<file path="src/rtl/sdac_pkg.sv">
package sdac_pkg;
  localparam int unsigned FRAME_LEN = 16;
  localparam int unsigned SYNC_DEPTH = 2;

  typedef enum logic {
    UPD_AUTO  = 1'b0,
    UPD_DEFER = 1'b1
  } upd_mode_e;
endpackage

</file>
<file path="src/rtl/sdac_sync.sv">
module sdac_sync #(
  parameter int unsigned W = 1,
  parameter int unsigned DEPTH = 2,
  parameter logic [W-1:0] RST_VAL = '0
) (
  input  logic         clk_i,
  input  logic         rst_ni,
  input  logic [W-1:0] d_i,
  output logic [W-1:0] q_o
);
  for (genvar b = 0; b < W; b++) begin : g_bit
    logic [DEPTH-1:0] stg;
    always_ff @(posedge clk_i or negedge rst_ni) begin
      if (!rst_ni) stg <= {DEPTH{RST_VAL[b]}};
      else         stg <= {stg[DEPTH-2:0], d_i[b]};
    end
    assign q_o[b] = stg[DEPTH-1];
  end
endmodule

</file>
<file path="src/rtl/sdac_shifter.sv">
module sdac_shifter
  import sdac_pkg::*;
#(
  parameter int unsigned FLEN = FRAME_LEN,
  localparam int unsigned CW = $clog2(FLEN + 1)
) (
  input  logic            clk_i,
  input  logic            rst_ni,
  input  logic            sync_n_i,
  input  logic            sclk_i,
  input  logic            sdin_i,
  input  logic            ldac_n_i,
  output logic [FLEN-1:0] word_o,
  output logic            done_o,
  output upd_mode_e       mode_o,
  output logic [CW-1:0]   cnt_o
);
  logic          sync_q, sclk_q, active;
  logic          frame_start, sclk_fall;
  logic [CW-1:0] cnt;

  assign frame_start = sync_q & ~sync_n_i;
  assign sclk_fall   = sclk_q & ~sclk_i;

  always_ff @(posedge clk_i or negedge rst_ni) begin
    if (!rst_ni) begin
      sync_q <= 1'b1;
      sclk_q <= 1'b0;
      active <= 1'b0;
      cnt    <= '0;
      word_o <= '0;
      done_o <= 1'b0;
      mode_o <= UPD_AUTO;
    end else begin
      sync_q <= sync_n_i;
      sclk_q <= sclk_i;
      done_o <= 1'b0;
      if (frame_start) begin
        active <= 1'b1;
        cnt    <= '0;
        mode_o <= upd_mode_e'(ldac_n_i);
      end else if (sync_n_i) begin
        active <= 1'b0;  // early rise drops partial word
      end else if (active && sclk_fall && cnt != CW'(FLEN)) begin
        word_o <= {word_o[FLEN-2:0], sdin_i};
        cnt    <= cnt + 1'b1;
        if (cnt == CW'(FLEN - 1)) done_o <= 1'b1;
      end
    end
  end

  assign cnt_o = cnt;
endmodule

</file>
<file path="src/rtl/sdac_latch.sv">
module sdac_latch
  import sdac_pkg::*;
#(
  parameter int unsigned FLEN = FRAME_LEN,
  parameter int unsigned RES_BITS = 16
) (
  input  logic                clk_i,
  input  logic                rst_ni,
  input  logic                ldac_n_i,
  input  logic [FLEN-1:0]     word_i,
  input  logic                done_i,
  input  upd_mode_e           mode_i,
  output logic [RES_BITS-1:0] code_o,
  output logic                upd_o,
  output logic                pending_o
);
  logic                ldac_q, ldac_fall;
  logic [RES_BITS-1:0] held;

  assign ldac_fall = ldac_q & ~ldac_n_i;

  always_ff @(posedge clk_i or negedge rst_ni) begin
    if (!rst_ni) begin
      ldac_q    <= 1'b1;
      code_o    <= '0;
      held      <= '0;
      upd_o     <= 1'b0;
      pending_o <= 1'b0;
    end else begin
      ldac_q <= ldac_n_i;
      upd_o  <= 1'b0;
      if (done_i && mode_i == UPD_AUTO) begin
        code_o    <= word_i[FLEN-1 -: RES_BITS];
        upd_o     <= 1'b1;
        pending_o <= 1'b0;
      end else if (done_i) begin
        held      <= word_i[FLEN-1 -: RES_BITS];
        pending_o <= 1'b1;
      end else if (ldac_fall && pending_o) begin
        code_o    <= held;
        upd_o     <= 1'b1;
        pending_o <= 1'b0;
      end
    end
  end
endmodule

</file>
<file path="src/rtl/sdac_front.sv">
module sdac_front
  import sdac_pkg::*;
#(
  parameter int unsigned RES_BITS = 16,
  localparam int unsigned CW = $clog2(FRAME_LEN + 1)
) (
  input  logic                clk_i,
  input  logic                rst_ni,
  input  logic                clr_ni,
  input  logic                sync_ni,
  input  logic                sclk_i,
  input  logic                sdin_i,
  input  logic                ldac_ni,
  output logic [RES_BITS-1:0] dac_code_o,
  output logic                upd_o
);
  logic [3:0]           pins_s;
  logic [FRAME_LEN-1:0] shift_word;
  logic                 word_done, pending, latch_rst_n;
  upd_mode_e            frame_mode;
  logic [CW-1:0]        bit_cnt;

  // order: sync, sclk, sdin, ldac
  sdac_sync #(.W(4), .DEPTH(SYNC_DEPTH), .RST_VAL(4'b1001)) u_sync (
    .clk_i (clk_i),
    .rst_ni(rst_ni),
    .d_i   ({sync_ni, sclk_i, sdin_i, ldac_ni}),
    .q_o   (pins_s)
  );

  sdac_shifter #(.FLEN(FRAME_LEN)) u_shift (
    .clk_i   (clk_i),
    .rst_ni  (rst_ni),
    .sync_n_i(pins_s[3]),
    .sclk_i  (pins_s[2]),
    .sdin_i  (pins_s[1]),
    .ldac_n_i(pins_s[0]),
    .word_o  (shift_word),
    .done_o  (word_done),
    .mode_o  (frame_mode),
    .cnt_o   (bit_cnt)
  );

  assign latch_rst_n = rst_ni & clr_ni;

  sdac_latch #(.FLEN(FRAME_LEN), .RES_BITS(RES_BITS)) u_latch (
    .clk_i    (clk_i),
    .rst_ni   (latch_rst_n),
    .ldac_n_i (pins_s[0]),
    .word_i   (shift_word),
    .done_i   (word_done),
    .mode_i   (frame_mode),
    .code_o   (dac_code_o),
    .upd_o    (upd_o),
    .pending_o(pending)
  );
endmodule

</file>
<file path="config.mk">
export PLATFORM = sky130hd
export DESIGN_NAME = sdac_front
export DESIGN_NICKNAME = d
export VERILOG_FILES = /design/src/rtl/sdac_pkg.sv /design/src/rtl/sdac_sync.sv /design/src/rtl/sdac_shifter.sv /design/src/rtl/sdac_latch.sv /design/src/rtl/sdac_front.sv
export SDC_FILE = /design/constraint.sdc
export NUM_CORES = 1
export LEC_CHECK = 0
export BUFFER_PORTS_ARGS = -buffer_cell sky130_fd_sc_hd__buf_2
export CORE_MARGIN = 1.5
export CORE_UTILIZATION = 55
export DETAILED_ROUTE_END_ITERATION = 10
export GPL_TIMING_DRIVEN = 0
export HOLD_SLACK_MARGIN = 0.02
export PLACE_DENSITY = 0.74
export SLEW_MARGIN = 5
export SYNTH_ARGS = -nofsm -noshare
export SYNTH_HDL_FRONTEND = slang
export SYNTH_SLANG_ARGS = --single-unit
</file>
<file path="constraint.sdc">
create_clock -name clk_i -period 2.44 [get_ports clk_i]
set_clock_uncertainty 0.1 [all_clocks]
set_input_delay 0.122 -clock clk_i [delete_from_list [all_inputs] [get_ports clk_i]]
set_output_delay 0.122 -clock clk_i [all_outputs]
set_load 0.005 [all_outputs]
</file>
==> impl_metrics.tcl, run 1 <==
set metrics [dict create \
    slowest_stage "dfrtp_1" \
    synthArstFlopShare_pct 100.0 \
    multiInputGateArea_mm2 0.001006 \
    arrival_ps 2200 \
    insertion_delay_ps 330 \
    rsz0062_at_grt "false" \
    synth_cells 206 \
    hold_viol 0 \
    syn-cell-area_mm2 0.002823 \
    dp_hpwl_um 3030 \
    dieHeight_um 74.64 \
    end_kind "flop" \
    grt_pass1_vias 1755 \
    setup_violations 0 \
    grt-ovfl-total 0 \
    dieArea_mm2 0.005571 \
    status "complete, no violations" \
    r2r_setup_slack_ps 360 \
    vdd_drop_max_mv 0.4496 \
    antennaDiodeCount 0 \
    dr.pass1.iters 4 \
    antenna_found_initial 0 \
    drtAntennaViolNets 0 \
    yosysUniqueCellTypes 34 \
    vias 1708 \
    finalCritPeriodShare_pct 85.07 \
    numPortBuffers 23 \
    drive_above_1_share_pct 36.25 \
    maxSlewHeadroom_pct 46.52 \
    grt_pass1_wl_um 8349 \
    synth_top_area_share_pct 55.85 \
    gp_congestion 0.7249 \
    tightest_slew_ps 802.1 \
    slew_viol_final 0 \
    start_kind "flop" \
    htreeDepth 3 \
    area_growth_pct 15.51 \
    num-fill-cells 362 \
    synth.most_common_cell "dfrtp_1" \
    yosysTopAreaCell "dfrtp_1" \
    postLayoutCoreUtil_pct 67.25 \
    grt_max_degree 36 \
    syn_nets 216 \
    drc_errors 0 \
    cp_top_family "simple AND/OR/NAND/NOR gates" \
    drv_cap 0 \
    viasPerCell 5.371 \
    drt-initial-drc-count 78 \
    cts_buffer_depth 2 \
    clkTransAtPathRegs_ps 70 \
    nNetsFinal 256 \
    clock_sink_count 69 \
    synth_warnings 0 \
    yosys-top-cells-count "dfrtp_1, mux2_2, a21oi_1" \
    wl_per_cell_um 15.00 \
    cts_inserted_buffers 9 \
    cts_resized 0 \
    synth.ff_latch_count 69 \
    postCtsSetupBuffers 0 \
    ys.flop_type "dfrtp_1" \
    ys_seq_area_share_pct 61.44 \
    synth_edf_count 0 \
    finalWirelength_um 4770 \
    crit_required_ps 2560 \
    cp_cell_sequence "inv_1, ha_1, and4bb_4, nor3_4, buf_8, mux2_2" \
    criticalPathCategory "reg2reg" \
    ys_top_cells_by_area "dfrtp_1, mux2_2, mux2i_1, dfstp_2, a21oi_1" \
    seq_area_mm2 0.001734 \
    crit_buf_inv 2 \
    fmax_mhz 481.8 \
    dpl.cell_count 296 \
    hold_path.class "reg2reg" \
    power_density_mw_per_mm2 660.5 \
    setup_tns_ps 0 \
    crit_path_max_fanout 10 \
    syn_avg_cell_area_um2 13.70 \
    fin_cells 318 \
    coreArea_mm2 0.004848 \
    min_period_ps 2076 \
    clockRootBuffer "clkbuf_8" \
    p_leak_nw 1.576 \
    start_util_pct 58.22 \
    io_pins 24 \
    die_w_um 74.64 \
    track_usage_pct 20.83 \
    cpPeakStageDelay_ps 420 \
    cts_tree "yes" \
    core.rowCount 25 \
]
worst register-to-register path: stages (launching register included):
cell and delay (ps):
dfrtp_1 420, inv_1 60, ha_1 190, and4bb_4 220, nor3_4 420, buf_8 210, mux2_2 340
state kept, by name, summed over array words and instances, names as in the netlist:
name,cells
u_latch.code_o,16
u_latch.held,16
u_shift.word_o,16
u_sync.g_bit.stg,8
u_shift.cnt_o,5
u_latch.ldac_q,1
u_latch.pending_o,1
u_latch.upd_o,1
u_shift.active,1
u_shift.done_o,1
u_shift.mode_o,1
u_shift.sclk_q,1
u_shift.sync_q,1
cell usage in the layout (no fill, tap or decap), types with 2 or more instances in the layout:
master         instances
clkinv_2               3
mux2i_1               16
nand2b_1               2
nand2_1                5
clkbuf_8              11
dlygate4sd3_1          6
clkbuf_1               4
inv_1                  3
nor3_1                16
dfstp_2                6
ha_1                   3
buf_2                 30
nor2b_1                2
dfrtp_1               63
nand3_1                2
a21oi_1               17
nor3b_1                2
nor2_1                 6
mux2_2                33
or4_1                  2
area by class of cell:
type / instances / area share (%)
Sequential cell: 69 / 53.18
Multi-Input combinational cell: 122 / 30.85
Timing Repair Buffer: 29 / 5.372
Clock buffer: 12 / 4.758
Tap cell: 67 / 2.571
Buffer: 12 / 2.226
Clock inverter: 4 / 0.6907
Inverter: 3 / 0.3454
final timing paths:
check                                             from                endpoint  depth (start not counted)
worst max-delay path                  u_shift.cnt_o[0]      u_shift.word_o[13]                          6
worst min-delay path            u_sync.g_bit[2].stg[0]  u_sync.g_bit[2].stg[1]                          0
worst max register to register        u_shift.cnt_o[0]      u_shift.word_o[13]                          6
worst min register to register  u_sync.g_bit[2].stg[0]  u_sync.g_bit[2].stg[1]                          0
max in group asynchronous                       rst_ni      u_latch.code_o[13]                          3
min in group asynchronous                       rst_ni      u_shift.word_o[11]                          2
cells by family (layout without fill, tap and decap cells):
| logic type | Yosys count | in the layout | synth area share (%) |
|---|---|---|---|
| flops | 69 | 69 | 61.44 |
| mux | 49 | 49 | 18.84 |
| simple gates | 48 | 48 | 11.04 |
| compound gates | 22 | 22 | 4.388 |
| buf+inv | 15 | 60 | 2.969 |
| fa+ha+maj | 3 | 3 | 1.330 |
layer usage:
metal | track usage [%] | vias up | wire length, µm
li1 | - | 818 | -
met1 | 30.14 | 847 | 2366
met2 | 29.17 | 33 | 2136
met3 | 6.024 | 10 | 172
met4 | 9.899 | 0 | 95
met5 | 0 | - | 0
what timing repair did:
item	in CTS	in global routing
hold endpoints to repair	67	0
endpoints found under the setup margin	0	0
hold buffers	6	0
report_power, final:
part	total, W	internal, W	switching [W]	leakage [nW]
sequential	0.00121	0.00118	0.0000315	0.920
combinational	0.000111	0.0000517	0.0000589	0.564
clock	0.000830	0.000420	0.000410	0.0921
total	0.00215	0.00165	0.000501	1.58
through the flow:
step	instance area [µm²]	power [W]	hold slack, ps	setup slack (ps)
floorplan	2823	0.001300	-273.6	559.6
global placement	3022	0.001334	126.7	-10.33
detailed placement	3023	0.001339	129.2	360.6
CTS	3261	0.002172	251.0	345.5
global route	3261	0.002255	257.9	246.1
finish	3261	0.002154	248.9	364.3
No activity file was read; power rests on OpenSTA's default activity.
==> run 2: changes to the inputs <==
--- a/config.mk
+++ b/config.mk
@@ -6,6 +6,7 @@
 export NUM_CORES = 1
 export LEC_CHECK = 0
 export BUFFER_PORTS_ARGS = -buffer_cell sky130_fd_sc_hd__buf_2
+export CORE_ASPECT_RATIO = 1.75
 export CORE_MARGIN = 1.5
 export CORE_UTILIZATION = 55
 export DETAILED_ROUTE_END_ITERATION = 10
==> run 2 against run 1 <==
Net effect: core utilization is 0.40 points higher; sequential share of layout area decreased by 1.2 points; hold slack is essentially flat; first-iteration DRC count is 32% lower; cell area rose by 2.4%; non-clock buffer count is the same; critical path depth unchanged; routed wire length decreased by 2.6%; sequential power about the same; highest routed layer unchanged; largest cell class unchanged; combinational power hardly changed.
==> impl_metrics.tcl, run 2 (synthesis gave the netlist of run 1 again) <==
set metrics [dict create \
    finalCritPeriodShare_pct 84.60 \
    cp_cell_sequence "inv_1, ha_1, and4bb_4, nor3_4, buf_8, mux2_2" \
    setup_violations 0 \
    stdcell_area_mm2 0.003338 \
    status "complete, no violations" \
    cts_tree "yes" \
    grt-ovfl-total 0 \
    clockRootBuffer "clkbuf_8" \
    maxSlewHeadroom_pct 46.53 \
    hold_path.class "reg2reg" \
    dp_hpwl_um 3071 \
    dieArea_mm2 0.005588 \
    grt_pass1_vias 1703 \
    htreeDepth 3 \
    area_growth_pct 18.26 \
    cts_resized 0 \
    clkTransAtPathRegs_ps 70 \
    antenna_found_initial 0 \
    antennaDiodeCount 0 \
    drv_cap 0 \
    gp_congestion 0.7812 \
    io_pins 24 \
    vdd_drop_max_mv 0.6585 \
    layout_common_cells "dfrtp_1, mux2_2, buf_2" \
    min_period_ps 2064 \
    fmax_mhz 484.4 \
    grt_pass1_wl_um 7803 \
    insertion_delay_ps 340 \
    crit_path_max_fanout 10 \
    dieHeight_um 97.77 \
    p_comb_share_pct 4.3 \
    clock_sink_count 69 \
    postLayoutCoreUtil_pct 67.65 \
    cts_inserted_buffers 9 \
    drc_errors 0 \
    grt_max_degree 36 \
    start_kind "flop" \
    track_usage_pct 18.47 \
    intPower_w 0.002043 \
    pwr-share-seq_pct 47.7 \
    p_clk_share_pct 48.0 \
    dpl_cell_area_mm2 0.003007 \
    finalWirelength_um 4644 \
    viasPerCell 5.570 \
    numPortBuffers 23 \
    die_w_um 57.16 \
    slowest_stage "dfrtp_1" \
    crit_required_ps 2560 \
    cpPeakStageDelay_ps 430 \
    cts_buffer_depth 2 \
    drt-initial-drc-count 53 \
    wl_per_cell_um 15.23 \
    slew_viol_final 0 \
    coreArea_mm2 0.004935 \
    core.rowCount 34 \
    hold_viol 0 \
    final_common_cell "dfrtp_1" \
    drtAntennaViolNets 0 \
    nNetsFinal 256 \
    vias 1699 \
    arrival_ps 2190 \
    criticalPathCategory "reg2reg" \
    biggestRegsByFlops "u_latch.code_o: 16 flops, u_latch.held: 16 flops, u_shift.word_o: 16 flops" \
    rsz0062_at_grt "false" \
    p_sw_w 0.0005016 \
    tightest_slew_ps 802.1 \
    drive_above_1_share_pct 36.65 \
    dr.pass1.iters 4 \
    p_leak_nw 1.620 \
    end_kind "flop" \
    power_density_mw_per_mm2 762.3 \
    start_util_pct 57.20 \
    p_sw_share_pct 19.71 \
]
run 2: cell type report:
cell class	count	area [µm²]
inverter	3	11.26
clock buffer	10	137.6
fill	369	1597
tap	54	67.56
clock inverter	6	133.9
buffer	12	72.57
sequential	69	1734
multi-input combinational	122	1006
timing repair buffer	29	175.2
run 2: final timing paths:
kind | startpoint | endpoint | slack (ps) | cells after the start
max | u_shift.cnt_o[0] | u_shift.word_o[7] | 380 | 6
min | u_sync.g_bit[1].stg[0] | u_sync.g_bit[1].stg[1] | 250 | 0
max reg2reg | u_shift.cnt_o[0] | u_shift.word_o[7] | 380 | 6
min reg2reg | u_sync.g_bit[1].stg[0] | u_sync.g_bit[1].stg[1] | 250 | 0
max in group asynchronous | rst_ni | u_latch.held[9] | 650 | 3
min in group asynchronous | rst_ni | u_shift.word_o[12] | 280 | 2
run 2: power by group through the flow:
stage / clock [W] / sequential (W) / combinational, W
6_report: 0.00122 / 0.00121 / 0.000110
5_1_grt: 0.00130 / 0.00122 / 0.000125
4_1_cts: 0.00125 / 0.00121 / 0.000113
3_5_place_dp: 0 / 0.00124 / 0.000105
3_3_place_gp: 0 / 0.00123 / 0.000100
2_1_floorplan: 0 / 0.00123 / 0.0000731
run 2: metal layers:
metal	vias to the layer above	share of wire [%]	global-route usage [%]
met3	5	3.2	5.563
met1	837	41	20.56
met2	38	54	31.39
met5	-	0	0
li1	819	-	-
met4	0	1.1	9.123
run 2: worst max-delay path: cells and delay by family (launching register included):
family                   cells  cell delay, ps
AND/OR/NAND/NOR              2             610
flip-flops                   1             430
multiplexers                 1             340
adder cells (fa/ha/maj)      1             200
buffers and inverters        2             270
run 2: metrics by stage:
stage	power, W	cells	hold WS, ps	worst slack (ps)	setup TNS [ps]
after global routing	0.002641	305	255.5	219.6	0
final	0.002545	305	249.4	375.7	0
after global placement	0.001334	283	127.6	-18.71	-576.1
after floorplan	0.001300	206	-273.6	559.6	0
after detailed placement	0.001341	283	128.6	368.3	0
after CTS	0.002579	305	250.8	351.9	0
run 2: repair_timing:
action	in CTS	in global routing
hold buffers	6	0
setup buffers	0	0
hold endpoints to repair	67	0
==> run 3: changes to the inputs <==
==> constraint.sdc (replaced) <==
create_clock -name clk_i -period 1.9 [get_ports clk_i]
set_clock_uncertainty 0.1 [all_clocks]
set_input_delay 0.095 -clock clk_i [delete_from_list [all_inputs] [get_ports clk_i]]
set_output_delay 0.095 -clock clk_i [all_outputs]
set_load 0.005 [all_outputs]
==> run 3 against run 2 <==
Net effect: register-to-register slack worse by 290 ps; first-iteration DRC count down 43%; sequential share of layout area down 0.77 points; largest power group unchanged; non-clock buffer count up 4; cell count up 1.3%; hold slack about the same; via count up 1.2%; worst setup slack worse by 290 ps; combinational power up 53%; highest routed layer unchanged; cell area up 1.6%; critical path depth unchanged; clock-buffer cell count unchanged.
==> impl_metrics.tcl, run 3 (synthesis gave the netlist of run 1 again) <==
set metrics [dict create \
    status "complete, no violations" \
    gp_congestion 0.7812 \
    nNetsFinal 260 \
    finalWirelength_um 4835 \
    area_growth_pct 20.12 \
    end_kind "flop" \
    p_sw_w 0.0006562 \
    criticalPathCategory "reg2reg" \
    wl_per_cell_um 15.65 \
    cts_buffer_depth 2 \
    grt-ovfl-total 0 \
    dieArea_mm2 0.005588 \
    drv_cap 0 \
    clockRootBuffer "clkbuf_8" \
    crit_required_ps 2030 \
    cpPeakStageDelay_ps 430 \
    start_kind "flop" \
    p_clk_share_pct 47.7 \
    drt-initial-drc-count 30 \
    fin_cells 309 \
    maxSlewHeadroom_pct 46.42 \
    pwr-share-seq_pct 47.3 \
    layout_common_cells "dfrtp_1, mux2_2, buf_2" \
    dp_hpwl_um 3071 \
    grt_pass1_wl_um 8004 \
    p_sw_share_pct 19.89 \
    num-fill-cells 361 \
    antenna_found_initial 0 \
    clock_sink_count 69 \
    slew_viol_final 0 \
    insertion_delay_ps 340 \
    vias 1719 \
    coreArea_mm2 0.004935 \
    hold_path.class "reg2reg" \
    drc_errors 0 \
    cts_tree "yes" \
    cts_inserted_buffers 9 \
    drtAntennaViolNets 0 \
    biggestRegsByFlops "u_latch.code_o: 16 flops, u_latch.held: 16 flops, u_shift.word_o: 16 flops" \
    finalCritPeriodShare_pct 95.52 \
    path_common_cell "ha_1" \
    track_usage_pct 19.02 \
    power_w 0.003299 \
    core.rowCount 34 \
    numPortBuffers 23 \
    power_density_mw_per_mm2 972.8 \
    crit_path_max_fanout 4 \
    slowest_stage "dfrtp_2" \
    p_comb_share_pct 5.1 \
    setup_violations 0 \
    crit_buf_inv 1 \
    rsz0062_at_grt "false" \
    dr.pass1.iters 4 \
    die_w_um 57.16 \
    cp_cell_sequence "buf_4, ha_1, and3_1, ha_1, nor3b_1, o31ai_1" \
    clkTransAtPathRegs_ps 70 \
    p_leak_nw 1.644 \
    cp_top_family "adder cells" \
    viasPerCell 5.563 \
    hold_viol 0 \
    min_period_ps 1815 \
    start_util_pct 57.20 \
    fmax_mhz 551.0 \
    intPower_w 0.002642 \
    grt_max_degree 36 \
    tightest_slew_ps 803.6 \
    io_pins 24 \
    drive_above_1_share_pct 38.43 \
    dieHeight_um 97.77 \
    antennaDiodeCount 0 \
    final_common_cell "dfrtp_1" \
    dpl.cell_count 283 \
    vdd_drop_max_mv 0.8547 \
    htreeDepth 3 \
    grt_pass1_vias 1711 \
    arrival_ps 1950 \
]
-- run 3: cell count changes in the layout (fill, tap and decap cells not counted) --
cell / delta
buf_2: -2
buf_4: +3
inv_1: -1
buf_6: +1
clkbuf_4: +1
buf_12: +1
dfrtp_2: +1
inv_2: +1
dfrtp_1: -1
-- run 3: final cells by class --
cell class	instances	area, µm²	area share [%]
Buffer	12	77.57	2.288
Clock inverter	6	133.9	3.948
Tap cell	54	67.56	1.993
Inverter	3	11.26	0.3321
Timing Repair Buffer	33	221.5	6.531
Multi-Input combinational cell	122	1006	29.67
Clock buffer	10	137.6	4.059
Sequential cell	69	1735	51.18
-- run 3: power by group through the flow --
stage,clock network [W],logic (W),registers [W]
after floorplan,0,0.0000939,0.00158
after global placement,0,0.000129,0.00158
after detailed placement,0,0.000135,0.00159
after CTS,0.00161,0.000151,0.00156
after global routing,0.00166,0.000188,0.00157
final,0.00157,0.000168,0.00156
-- run 3: per-layer routing --
| metal | wire length [µm] | GRT usage, % | share of wire (%) |
|---|---|---|---|
| met1 | 1964 | 21.11 | 41 |
| met2 | 2681 | 32.63 | 55 |
| met3 | 137 | 5.563 | 2.8 |
| met4 | 51 | 9.123 | 1.1 |
| met5 | 0 | 0 | 0 |
-- run 3: final timing paths --
kind                                        start                endpoint  slack (ps)  cells after the start
setup reg to reg                 u_shift.cnt_o[0]        u_shift.cnt_o[4]          90                      6
min in group asynchronous                  rst_ni  u_sync.g_bit[0].stg[1]         260                      2
max in group asynchronous                  rst_ni         u_latch.held[9]         600                      3
hold reg to reg            u_sync.g_bit[2].stg[0]  u_sync.g_bit[2].stg[1]         250                      0
hold / removal             u_sync.g_bit[2].stg[0]  u_sync.g_bit[2].stg[1]         250                      0
setup / recovery                 u_shift.cnt_o[0]        u_shift.cnt_o[4]          90                      6
-- run 3: worst register-to-register path, delay by kind of cell, from the launching register on --
kind            cells  cell delay [ps]
buf+inv             1              150
compound gates      1              250
simple gates        2              320
fa+ha+maj           2              470
flops               1              430
-- run 3: timing repair --
action / CTS / global route
endpoints found under the hold margin: 67 / 0
setup buffers: 1 / 2
resized for setup: 0 / 5
hold buffers: 7 / 0
pin swaps: 1 / 1
setup endpoints to repair: 16 / 25
-- run 3: stage by stage --
stage | worst slack (ps) | hold slack (ps) | setup TNS (ps) | utilization [%] | instance area, µm²
global placement | -531.7 | 100.6 | -19480 | 60.90 | 3005
CTS | 11.88 | 242.1 | 0 | 68.20 | 3366
floorplan | 19.57 | -300.6 | 0 | - | 2823
detailed placement | -171.7 | 101.6 | -1630 | 60.93 | 3007
global route | 0.6941 | 255.5 | 0 | 68.71 | 3391
finish | 85.03 | 249.4 | 0 | 68.71 | 3391
